### config.mk
export PLATFORM = sky130hd
export DESIGN_NAME = adc_autocal
export DESIGN_NICKNAME = d
export VERILOG_FILES = /design/src/rtl/adc_autocal_pkg.sv /design/src/rtl/cal_sar_engine.sv /design/src/rtl/cal_meas_link.sv /design/src/rtl/cal_sequencer.sv /design/src/rtl/adc_autocal.sv
export SDC_FILE = /design/constraint.sdc
export NUM_CORES = 1
export LEC_CHECK = 0
export CAP_MARGIN = 20
export CELL_PAD_IN_SITES_DETAIL_PLACEMENT = 1
export CELL_PAD_IN_SITES_GLOBAL_PLACEMENT = 1
export CORE_MARGIN = 3
export CORE_UTILIZATION = 36
export CTS_CLUSTER_SIZE = 28
export DETAILED_ROUTE_END_ITERATION = 12
export PLACE_DENSITY_LB_ADDON = 0.15
export SLEW_MARGIN = 20
export SYNTH_ARGS = -nofsm -noshare
export SYNTH_HDL_FRONTEND = slang
export SYNTH_SLANG_ARGS = --single-unit
### constraint.sdc
create_clock -name clk -period 2.7 [get_ports clk]
set_input_delay 0.405 -clock clk [delete_from_list [all_inputs] [get_ports clk]]
set_output_delay 0.405 -clock clk [all_outputs]
set_load 0.05 [all_outputs]
### src/rtl/adc_autocal_pkg.sv
package adc_autocal_pkg;

    localparam int DEF_CODE_W   = 10;
    localparam int DEF_ADC_BITS = 12;

    typedef enum logic [1:0] {
        PH_IDLE = 2'd0,
        PH_ID   = 2'd1,
        PH_GM   = 2'd2,
        PH_DONE = 2'd3
    } cal_phase_e;

    typedef enum logic {
        ENG_IDLE = 1'b0,
        ENG_WAIT = 1'b1
    } eng_state_e;

    typedef enum logic [1:0] {
        CMP_EQUAL = 2'd0,
        CMP_ABOVE = 2'd1,
        CMP_BELOW = 2'd2
    } cmp_e;

    // An overflowed count is always taken as above the target.
    function automatic cmp_e classify(input logic ovf,
                                      input int unsigned cnt,
                                      input int unsigned tgt);
        if (ovf)        return CMP_ABOVE;
        if (cnt > tgt)  return CMP_ABOVE;
        if (cnt < tgt)  return CMP_BELOW;
        return CMP_EQUAL;
    endfunction

    // A kept bit follows from the comparison and the search polarity.
    function automatic logic keep_bit(input cmp_e c, input logic raise_on_above);
        return (c == CMP_ABOVE) ? raise_on_above : !raise_on_above;
    endfunction

endpackage

### src/rtl/cal_sar_engine.sv
module cal_sar_engine
    import adc_autocal_pkg::*;
#(
    parameter int   CODE_W         = DEF_CODE_W,
    parameter int   CNT_W          = DEF_ADC_BITS + 1,
    parameter logic RAISE_ON_ABOVE = 1'b1
) (
    input  logic              clk,
    input  logic              rst,
    input  logic              start,
    input  logic              ovr_wr,
    input  logic [CODE_W-1:0] ovr_data,
    input  logic              res_valid,
    input  logic              res_ovf,
    input  logic [CNT_W-1:0]  res_count,
    input  logic [CNT_W-1:0]  target,
    output logic [CODE_W-1:0] code,
    output logic              go,
    output logic              finished
);
    localparam int IDX_W = (CODE_W > 1) ? $clog2(CODE_W) : 1;
    localparam logic [IDX_W-1:0] TOP_IDX = IDX_W'(CODE_W - 1);

    eng_state_e        st_q;
    logic [IDX_W-1:0]  bit_q;
    logic [CODE_W-1:0] code_q;
    logic [CODE_W-1:0] mask;
    logic [CODE_W-1:0] settled;
    cmp_e              verdict;

    assign mask    = CODE_W'(1) << bit_q;
    assign verdict = classify(res_ovf, 32'(res_count), 32'(target));
    assign settled = keep_bit(verdict, RAISE_ON_ABOVE) ? code_q : (code_q & ~mask);

    always_ff @(posedge clk) begin
        if (rst) begin
            st_q     <= ENG_IDLE;
            bit_q    <= '0;
            code_q   <= '0;
            go       <= 1'b0;
            finished <= 1'b0;
        end else begin
            go       <= 1'b0;
            finished <= 1'b0;
            case (st_q)
                ENG_IDLE: begin
                    if (start) begin
                        code_q <= CODE_W'(1) << TOP_IDX;
                        bit_q  <= TOP_IDX;
                        go     <= 1'b1;
                        st_q   <= ENG_WAIT;
                    end else if (ovr_wr) begin
                        code_q <= ovr_data;
                    end
                end
                ENG_WAIT: begin
                    if (res_valid) begin
                        if (verdict == CMP_EQUAL) begin
                            finished <= 1'b1;
                            st_q     <= ENG_IDLE;
                        end else if (bit_q == '0) begin
                            code_q   <= settled;
                            finished <= 1'b1;
                            st_q     <= ENG_IDLE;
                        end else begin
                            code_q <= settled | (mask >> 1);
                            bit_q  <= bit_q - IDX_W'(1);
                            go     <= 1'b1;
                        end
                    end
                end
                default: st_q <= ENG_IDLE;
            endcase
        end
    end

    assign code = code_q;

    // a trial code holds while its measurement is outstanding
    p_code_hold_r5: assert property (@(posedge clk) disable iff (rst)
        (st_q == ENG_WAIT && !res_valid) |=> $stable(code));

endmodule

### src/rtl/cal_meas_link.sv
module cal_meas_link (
    input  logic clk,
    input  logic rst,
    input  logic go,
    input  logic meas_valid,
    output logic meas_req,
    output logic res_valid
);
    always_ff @(posedge clk) begin
        if (rst)             meas_req <= 1'b0;
        else if (go)         meas_req <= 1'b1;
        else if (meas_valid) meas_req <= 1'b0;
    end

    assign res_valid = meas_valid && meas_req;

    // request held until answered
    p_req_hold_r10: assert property (@(posedge clk) disable iff (rst)
        (meas_req && !meas_valid) |=> meas_req);

    // request released right after the answer
    p_req_drop_r10: assert property (@(posedge clk) disable iff (rst)
        (meas_req && meas_valid) |=> !meas_req);

endmodule

### src/rtl/cal_sequencer.sv
module cal_sequencer
    import adc_autocal_pkg::*;
(
    input  logic       clk,
    input  logic       rst,
    input  logic       cal_req,
    input  logic       id_fin,
    input  logic       gm_fin,
    output logic       start_id,
    output logic       start_gm,
    output cal_phase_e phase,
    output logic       busy,
    output logic       done
);
    cal_phase_e ph_q;
    logic       idle_like;

    assign idle_like = (ph_q == PH_IDLE) || (ph_q == PH_DONE);
    assign start_id  = idle_like && cal_req;
    assign start_gm  = (ph_q == PH_ID) && id_fin;

    always_ff @(posedge clk) begin
        if (rst) begin
            ph_q <= PH_IDLE;
        end else begin
            case (ph_q)
                PH_IDLE, PH_DONE: if (cal_req) ph_q <= PH_ID;
                PH_ID:            if (id_fin)  ph_q <= PH_GM;
                PH_GM:            if (gm_fin)  ph_q <= PH_DONE;
                default:          ph_q <= PH_IDLE;
            endcase
        end
    end

    assign phase = ph_q;
    assign busy  = (ph_q == PH_ID) || (ph_q == PH_GM);
    assign done  = (ph_q == PH_DONE);

    // busy and done exclusive
    p_busy_done_excl_r7: assert property (@(posedge clk) disable iff (rst)
        $onehot0({busy, done}));

    // done persists until a new request
    p_done_persist_r7: assert property (@(posedge clk) disable iff (rst)
        (done && !cal_req) |=> done);

endmodule

### src/rtl/adc_autocal.sv
module adc_autocal
    import adc_autocal_pkg::*;
#(
    parameter int CODE_W   = DEF_CODE_W,
    parameter int ADC_BITS = DEF_ADC_BITS
) (
    input  logic                clk,
    input  logic                rst,
    input  logic                cal_req,
    output logic                cal_busy,
    output logic                cal_done,
    input  logic                ovr_wr,
    input  logic                ovr_sel,
    input  logic [CODE_W-1:0]   ovr_data,
    input  logic [ADC_BITS:0]   bg_target,
    output logic                meas_req,
    output logic                meas_kind,
    input  logic                meas_valid,
    input  logic [ADC_BITS:0]   meas_count,
    input  logic                meas_ovf,
    output logic [CODE_W-1:0]   idc_code,
    output logic [CODE_W-1:0]   gmc_code
);
    localparam int CNT_W   = ADC_BITS + 1;
    localparam int N_CODES = 2;
    localparam logic [CNT_W-1:0] DISCH_TARGET = CNT_W'((1 << ADC_BITS) - 1);

    cal_phase_e        phase;
    logic              start_id, start_gm;
    logic              res_valid;
    logic              ovr_ok;
    logic [N_CODES-1:0] eng_start, eng_go, eng_fin, eng_ovr;
    logic [CODE_W-1:0] eng_code [N_CODES];
    logic [CNT_W-1:0]  eng_tgt  [N_CODES];

    cal_sequencer u_seq (
        .clk      (clk),
        .rst      (rst),
        .cal_req  (cal_req),
        .id_fin   (eng_fin[0]),
        .gm_fin   (eng_fin[1]),
        .start_id (start_id),
        .start_gm (start_gm),
        .phase    (phase),
        .busy     (cal_busy),
        .done     (cal_done)
    );

    assign ovr_ok       = ovr_wr && !cal_busy && !cal_req;
    assign eng_start[0] = start_id;
    assign eng_start[1] = start_gm;
    assign eng_ovr[0]   = ovr_ok && !ovr_sel;
    assign eng_ovr[1]   = ovr_ok && ovr_sel;
    assign eng_tgt[0]   = DISCH_TARGET;
    assign eng_tgt[1]   = bg_target;

    for (genvar g = 0; g < N_CODES; g++) begin : g_eng
        cal_sar_engine #(
            .CODE_W         (CODE_W),
            .CNT_W          (CNT_W),
            .RAISE_ON_ABOVE ((g == 0) ? 1'b1 : 1'b0)
        ) u_eng (
            .clk       (clk),
            .rst       (rst),
            .start     (eng_start[g]),
            .ovr_wr    (eng_ovr[g]),
            .ovr_data  (ovr_data),
            .res_valid (res_valid),
            .res_ovf   (meas_ovf),
            .res_count (meas_count),
            .target    (eng_tgt[g]),
            .code      (eng_code[g]),
            .go        (eng_go[g]),
            .finished  (eng_fin[g])
        );
    end

    cal_meas_link u_link (
        .clk        (clk),
        .rst        (rst),
        .go         (|eng_go),
        .meas_valid (meas_valid),
        .meas_req   (meas_req),
        .res_valid  (res_valid)
    );

    assign meas_kind = (phase == PH_GM);
    assign idc_code  = eng_code[0];
    assign gmc_code  = eng_code[1];

    // discharge code frozen throughout the reference search
    p_id_frozen_r6: assert property (@(posedge clk) disable iff (rst)
        (phase == PH_GM && $past(phase == PH_GM)) |-> $stable(idc_code));

    // reference code untouched during the discharge search
    p_gm_quiet_r2: assert property (@(posedge clk) disable iff (rst)
        (phase == PH_ID && $past(phase == PH_ID)) |-> $stable(gmc_code));

    // measurement kind steady during a request
    p_kind_steady_r2: assert property (@(posedge clk) disable iff (rst)
        (meas_req && $past(meas_req)) |-> $stable(meas_kind));

endmodule

Word-level counts from Yosys, hierarchy flattened:

Cells that the tools add are included.

* bits in registers: 37
* input bits: 43
* output and inout port bits: 24
* word-level logic and storage cells: 145

* add/subtract/negate cells: 2
* $lt $le $gt $ge: 4
* equality and inequality tests: 18
* shifts and indexed selects: 2
* multiplexer cells: 71
* bitwise logic cells: 9
* reduce and logical (&&, ||, !) cells: 27

Operators by type and width (count)
* two-way mux 10 bit: 12
* case mux 10 bit (2 select lines): 2
* two-way mux 4 bit: 8
* two-way mux 1 bit: 28
* two-way mux 2 bit: 14
* bitwise AND 10 bit: 2
* inverter 10 bit: 2
* OR 10 x 9 -> 10 bit: 2
* << shifter 1 x 4 -> 10 bit, first input constant: 2
* case mux 4 bit (2 select lines): 2
* > comparator 13 x 12 -> 1 bit, second input constant: 1
* > comparator 13 bit: 1
* < comparator 13 x 12 -> 1 bit, second input constant: 1
* < comparator 13 bit: 1
* inequality test 2 bit, second input constant: 6
* inequality test 2 x 1 -> 1 bit, second input constant: 5
* AND reduction 3 bit: 3
* logical NOT 4 bit: 2
* case mux 1 bit (2 select lines): 4
* AND reduction 4 bit: 2
* subtractor 4 x 1 -> 4 bit, second input constant: 2
* logical AND 1 bit: 7
* equality test 2 x 1 -> 1 bit, second input constant: 3
* logical NOT 2 bit: 3
* other kinds (9): 18

Longest topological paths before layout:

* depth in word-level cells: 16
* gate-level depth with buffers: 9
* mapped depth without buffers: 8

Modules after synthesis:

A second synthesis with hierarchy kept.

* cell total of the unflattened synthesis: 392
* area total of the unflattened synthesis: 3161.8 um^2

By module, submodules not included
* cal_sar_engine (g_eng[1].u_eng): times used 1, cells each 179, area each 1466.4 um^2, seq. area each 340.3 um^2
* cal_sar_engine (g_eng[0].u_eng): times used 1, cells each 180, area each 1430.1 um^2, seq. area each 340.3 um^2
* cal_sequencer: times used 1, cells each 22, area each 171.4 um^2, seq. area each 40.0 um^2
* adc_autocal: times used 1, cells each 6, area each 47.5 um^2, seq. area each 0.0 um^2
* cal_meas_link: times used 1, cells each 5, area each 46.3 um^2, seq. area each 20.0 um^2

Worst setup path before layout:

OpenSTA, ideal clock, no wires.

* kind: register to register
* from: reg u_seq.ph_q[0], in the netlist u_seq.phase[0]
* to: reg g_eng[0].u_eng.code_q[4]
* setup time: 0.117 ns
* arrival: 2.183 ns
* data required time: 2.583 ns
* slack: 0.400 ns
* stages on the path, launching flop included: 9
* buffers on the path: 0
* period minus slack after synthesis: 2.300 ns
* cells stage by stage: dfxtp_1 > inv_1 > ha_1 > inv_1 > a211oi_2 > a21oi_4 > a2111oi_2 > nand2_1 > a32o_1

* word-level cells in the longest chain between the ends: 8
* elaborated cells on any way between the ends: 15
* those cells by class: 4 x eq/ne; 2 x mux; 9 x reduce/logical

Ends and longest elaborated chain
* start, declared: line cal_sequencer.sv:15 `cal_phase_e ph_q;`
* start signal, assigned: line cal_sequencer.sv:24 `ph_q <= PH_IDLE;`
* start signal, assigned: line cal_sequencer.sv:27 `PH_IDLE, PH_DONE: if (cal_req) ph_q <= PH_ID;`
* start signal, assigned: line cal_sequencer.sv:28 `PH_ID: if (id_fin) ph_q <= PH_GM;`
* equality test 2 x 1 -> 1 bit or equality test 2 bit (tied branches): line cal_sequencer.sv:36 `assign busy = (ph_q == PH_ID) || (ph_q == PH_GM);`
* logical OR 1 bit *: line cal_sequencer.sv:36
* via cal_busy: line adc_autocal.sv:10 `output logic cal_busy,`
* logical NOT 1 bit *: line adc_autocal.sv:49 `assign ovr_ok = ovr_wr && !cal_busy && !cal_req;`
* logical AND 1 bit * (2 in series): line adc_autocal.sv:49
* logical AND 1 bit *: line adc_autocal.sv:52 `assign eng_ovr[0] = ovr_ok && !ovr_sel;`
* inequality test 3 x 1 -> 1 bit (no line) *
* AND reduction 3 bit (no line) *
* end signal, assigned: line cal_sar_engine.sv:53 `code_q <= ovr_data;`
* end signal, assigned: line cal_sar_engine.sv:62 `code_q <= settled;`
* end signal, assigned: line cal_sar_engine.sv:66 `code_q <= settled | (mask >> 1);`
* end, declared: line cal_sar_engine.sv:26 `logic [CODE_W-1:0] code_q;`

Mark *: on every way through the listed nets, which the timed path passes. The rest lies on a longest branch.
A chain may end at the register's enable or synchronous reset.

Final worst setup path:

* from: in bg_target[2]
* to: reg g_eng[1].u_eng.code_q[8]

* word-level cells in the longest chain between the ends: 14
* elaborated cells on any way between the ends: 22
* those cells by class: 2 x order compare; 2 x eq/ne; 15 x mux; 1 x bitwise; 2 x reduce/logical

Ends and longest elaborated chain
* start, declared: line adc_autocal.sv:15 `input logic [ADC_BITS:0] bg_target,`
* < comparator 13 bit: line adc_autocal_pkg.sv:30 `if (cnt < tgt) return CMP_BELOW;`
* two-way mux 1 bit (2 in series): line adc_autocal_pkg.sv:30
* two-way mux 1 bit: line adc_autocal_pkg.sv:29 `if (cnt > tgt) return CMP_ABOVE;`
* two-way mux 2 bit: line adc_autocal_pkg.sv:31 `return CMP_EQUAL;`
* two-way mux 2 bit *: line adc_autocal_pkg.sv:30
* two-way mux 2 bit *: line adc_autocal_pkg.sv:29
* equality test 2 x 1 -> 1 bit: line adc_autocal_pkg.sv:36 `return (c == CMP_ABOVE) ? raise_on_above : !raise_on_above;`
* two-way mux 10 bit: line cal_sar_engine.sv:33 `assign settled = keep_bit(verdict, RAISE_ON_ABOVE) ? code_q : (code_q & ~mask);`
* OR 10 x 9 -> 10 bit: line cal_sar_engine.sv:66
* two-way mux 10 bit: line cal_sar_engine.sv:61 `end else if (bit_q == '0) begin`
* two-way mux 10 bit: line cal_sar_engine.sv:58 `if (verdict == CMP_EQUAL) begin`
* two-way mux 10 bit: line cal_sar_engine.sv:57 `if (res_valid) begin`
* case mux 10 bit (2 select lines): line cal_sar_engine.sv:45 `case (st_q)`
* end signal, assigned: line cal_sar_engine.sv:48 `code_q <= CODE_W'(1) << TOP_IDX;`
* end signal, assigned: line cal_sar_engine.sv:62
* end signal, assigned: line cal_sar_engine.sv:66
* end, declared: line cal_sar_engine.sv:26

Mark *: on every way between the ends. The rest lies on a longest branch, timed or not. The select of a mux whose other input is x is not followed.

==> impl_metrics.toml <==
[status]
status = "finished clean"

[pwr]
ir_worst_vdd_uv = 361
power_mw = 2.27
power_per_cell_area_mw_per_mm2 = 615
p_leak_nw = 1.49

[placement]
place_area_mm2 = 0.00354
place_congestion = 0.874
dp_hpwl_mm = 7.20
port_buffers = 66

[logic_synthesis]
ys_seq_area_frac = 0.277
synth_cells = 324
synth_top_cells_by_area = "dfxtp_1, ha_1, nand2_1"
synth_cell_types = 65
avgSynthCellArea_um2 = 8.27
synth_fp_nets = 393
yosysMostFrequentCell = "dfxtp_1"
synthArstFlopShare = 0
ys.flop_type = "dfxtp_1"
synth_area_mm2 = 0.00268
synth_top_area_frac = 0.277
synth_common_cells = "dfxtp_1, nand2_1, inv_1"
ys_warn_count = 0
synth_seq_cells = 37
synth-edff-count = 0
yosysTopAreaCell = "dfxtp_1"

[clock_tree]
cts_buffers = 5
clock_sinks = 37
clkLatencyLatePin_ps = 290
clk_pin_slew_worst_paths_ps = 80
htreeDepth = 2
clk_path_buf_depth = 2
cts_tree = "done"
cts_root_buffer = "clkbuf_8"

[hold_path]
min_path_type = "flip-flop to flip-flop"
hold_depth = 2
hold_start = "g_eng[0].u_eng.go"

[sta]
clock_skew_ps = 11.6
maxSlewViolCount = 0
tightest_slew_ps = 639
fin_crit_sh = 0.964
relSlewSlack = 0.568
holdWs_ps = 480
hold_viol_final = 0
period_needed_ps = 2600
finalSetupTns_ps = 0
setup_viol = 0
max_freq_mhz = 384

[global_routing]
grt_usage = 0.212
grt_overflow_total = 0
grt_pass1_vias = 2887
grt_pass1_wl_mm = 14.5
antenna_found_initial = 0
grt_max_degree = 19

[final_layout]
fin_area_mm2 = 0.00369
fillers = 830
drive_gt1_frac = 0.131
seqCellArea_um2 = 741
nets = 474
multi_input_area_mm2 = 0.00178
n_antenna_cell = 0
syn_to_final_growth_pct = 37.8

[die]
coreArea_mm2 = 0.00702
fp.dieW_um = 92.3
rows = 30
die_y_um = 92.3
start_util = 0.382
dieArea_mm2 = 0.00851
pin_count = 67

[routing]
antenna_left = 0
detail_route.first_pass.iterations = 5
wl_mm = 9.05
drc = 0
routed_via_density = 5.68
drtIter0Drc = 191
num_vias = 2848
wl_per_cell_um = 18.1

[critical_path]
arrival_ps = 2790
reg2reg_depth = 8
crit_type = "input pin to flip-flop"
cp.required_ps = 2880
cp_common_cell = "buf_4"
slowest_delay_ps = 460
critPathMaxFanout = 6
reg2reg_from = "u_seq.phase[0]"
end_kind = "flip-flop"
startpoint_type = "input pin"
slowest_stage = "clkdlybuf4s50_1"
cp_cell_sequence = "clkdlybuf4s50_1 -> inv_1 -> ha_1 -> a21oi_1 -> o221ai_1 -> a221oi_4 -> buf_12 -> o31ai_4 -> buf_4 -> buf_4 -> a221o_1"
crit_start = "bg_target[2]"

[run]
drv_cap = 0
[what timing repair did]
item                       CTS  global route
gates resized for setup      1             4
hold buffers                 0             0
buffers inserted             0             4
pin swaps                    0             3
cloned                       0             0
setup endpoints to repair    3             7
[registers in the layout, summed over array words and instances (netlist names)]
name,count
g_eng.u_eng.code,20
g_eng.u_eng.st_q,2
g_eng.u_eng.finished,2
u_seq.phase,2
g_eng.u_eng.bit_q,8
u_link.meas_req,1
g_eng.u_eng.go,2
[worst paths after layout]
path | slack [ps] | end
min | 480 | u_link.meas_req
max reg2reg | 380 | g_eng[0].u_eng.code[5]
min reg2reg | 480 | u_link.meas_req
max | 100 | g_eng[1].u_eng.code[8]
[worst max-delay path, delay by kind of cell]
kind	cells	cell delay, ps
buf+inv	5	930
fa+ha+maj	1	300
compound gates	5	1150
[cell usage in the layout, fill, tap and decap left out, types with 3 or more instances in the layout]
cell type | synthesis | final
inv_1 | 29 | 29
o221ai_1 | 4 | 4
a21oi_1 | 24 | 24
a32o_1 | 7 | 7
nor2_1 | 18 | 17
nor2b_1 | 3 | 3
dfxtp_1 | 37 | 37
a311o_1 | 3 | 3
nand4_1 | 9 | 9
buf_4 | 2 | 23
nand2_1 | 34 | 34
and3_1 | 3 | 3
nand2b_1 | 4 | 4
a21o_1 | 4 | 4
ha_1 | 26 | 26
a22o_1 | 7 | 7
a31oi_1 | 5 | 5
o211ai_1 | 3 | 3
clkbuf_8 | 0 | 6
o211a_1 | 3 | 3
a211oi_2 | 3 | 4
nand3_1 | 10 | 10
o21ai_0 | 9 | 9
nor3_1 | 8 | 8
clkdlybuf4s50_1 | 0 | 66
or2_2 | 4 | 4
[cell type report]
class / count / share of cell area
tap: 96 / 0.0325
timing repair buffer: 90 / 0.231
sequential: 37 / 0.201
clock inverter: 1 / 0.00203
multi-input combinational: 241 / 0.481
inverter: 30 / 0.0305
clock buffer: 6 / 0.0224
[logic make-up after synthesis]
logic type,Yosys count,share of synthesized area
buf+inv,46,0.0710
fa+ha+maj,26,0.121
compound gates,102,0.306
mux,2,0.00747
simple gates,110,0.214
flops,37,0.277
xor+xnor,1,0.00327
[report_power, final]
group          switching, mW  total (mW)  internal (mW)  leakage [nW]
sequential            0.0728       0.707          0.634         0.302
combinational          0.700        1.16          0.456          1.15
clock                  0.208       0.410          0.202        0.0433
[per-layer routing]
layer	GRT usage	up-vias	share of wire
met4	0.0433	0	0.0070
li1	-	1371	-
met3	0.0418	6	0.062
met5	0	-	0
met2	0.373	99	0.50
met1	0.267	1372	0.43
[through the flow]
stage / cells / worst slack (ps) / util
5_1_grt: 501 / -6.45 / 0.526
3_3_place_gp: 490 / -219 / 0.505
3_5_place_dp: 490 / -312 / 0.505
2_1_floorplan: 324 / 400 / -
6_report: 501 / 96.9 / 0.526
4_1_cts: 497 / 53.8 / 0.518
Note: power is estimated with default switching activity, not from simulation.
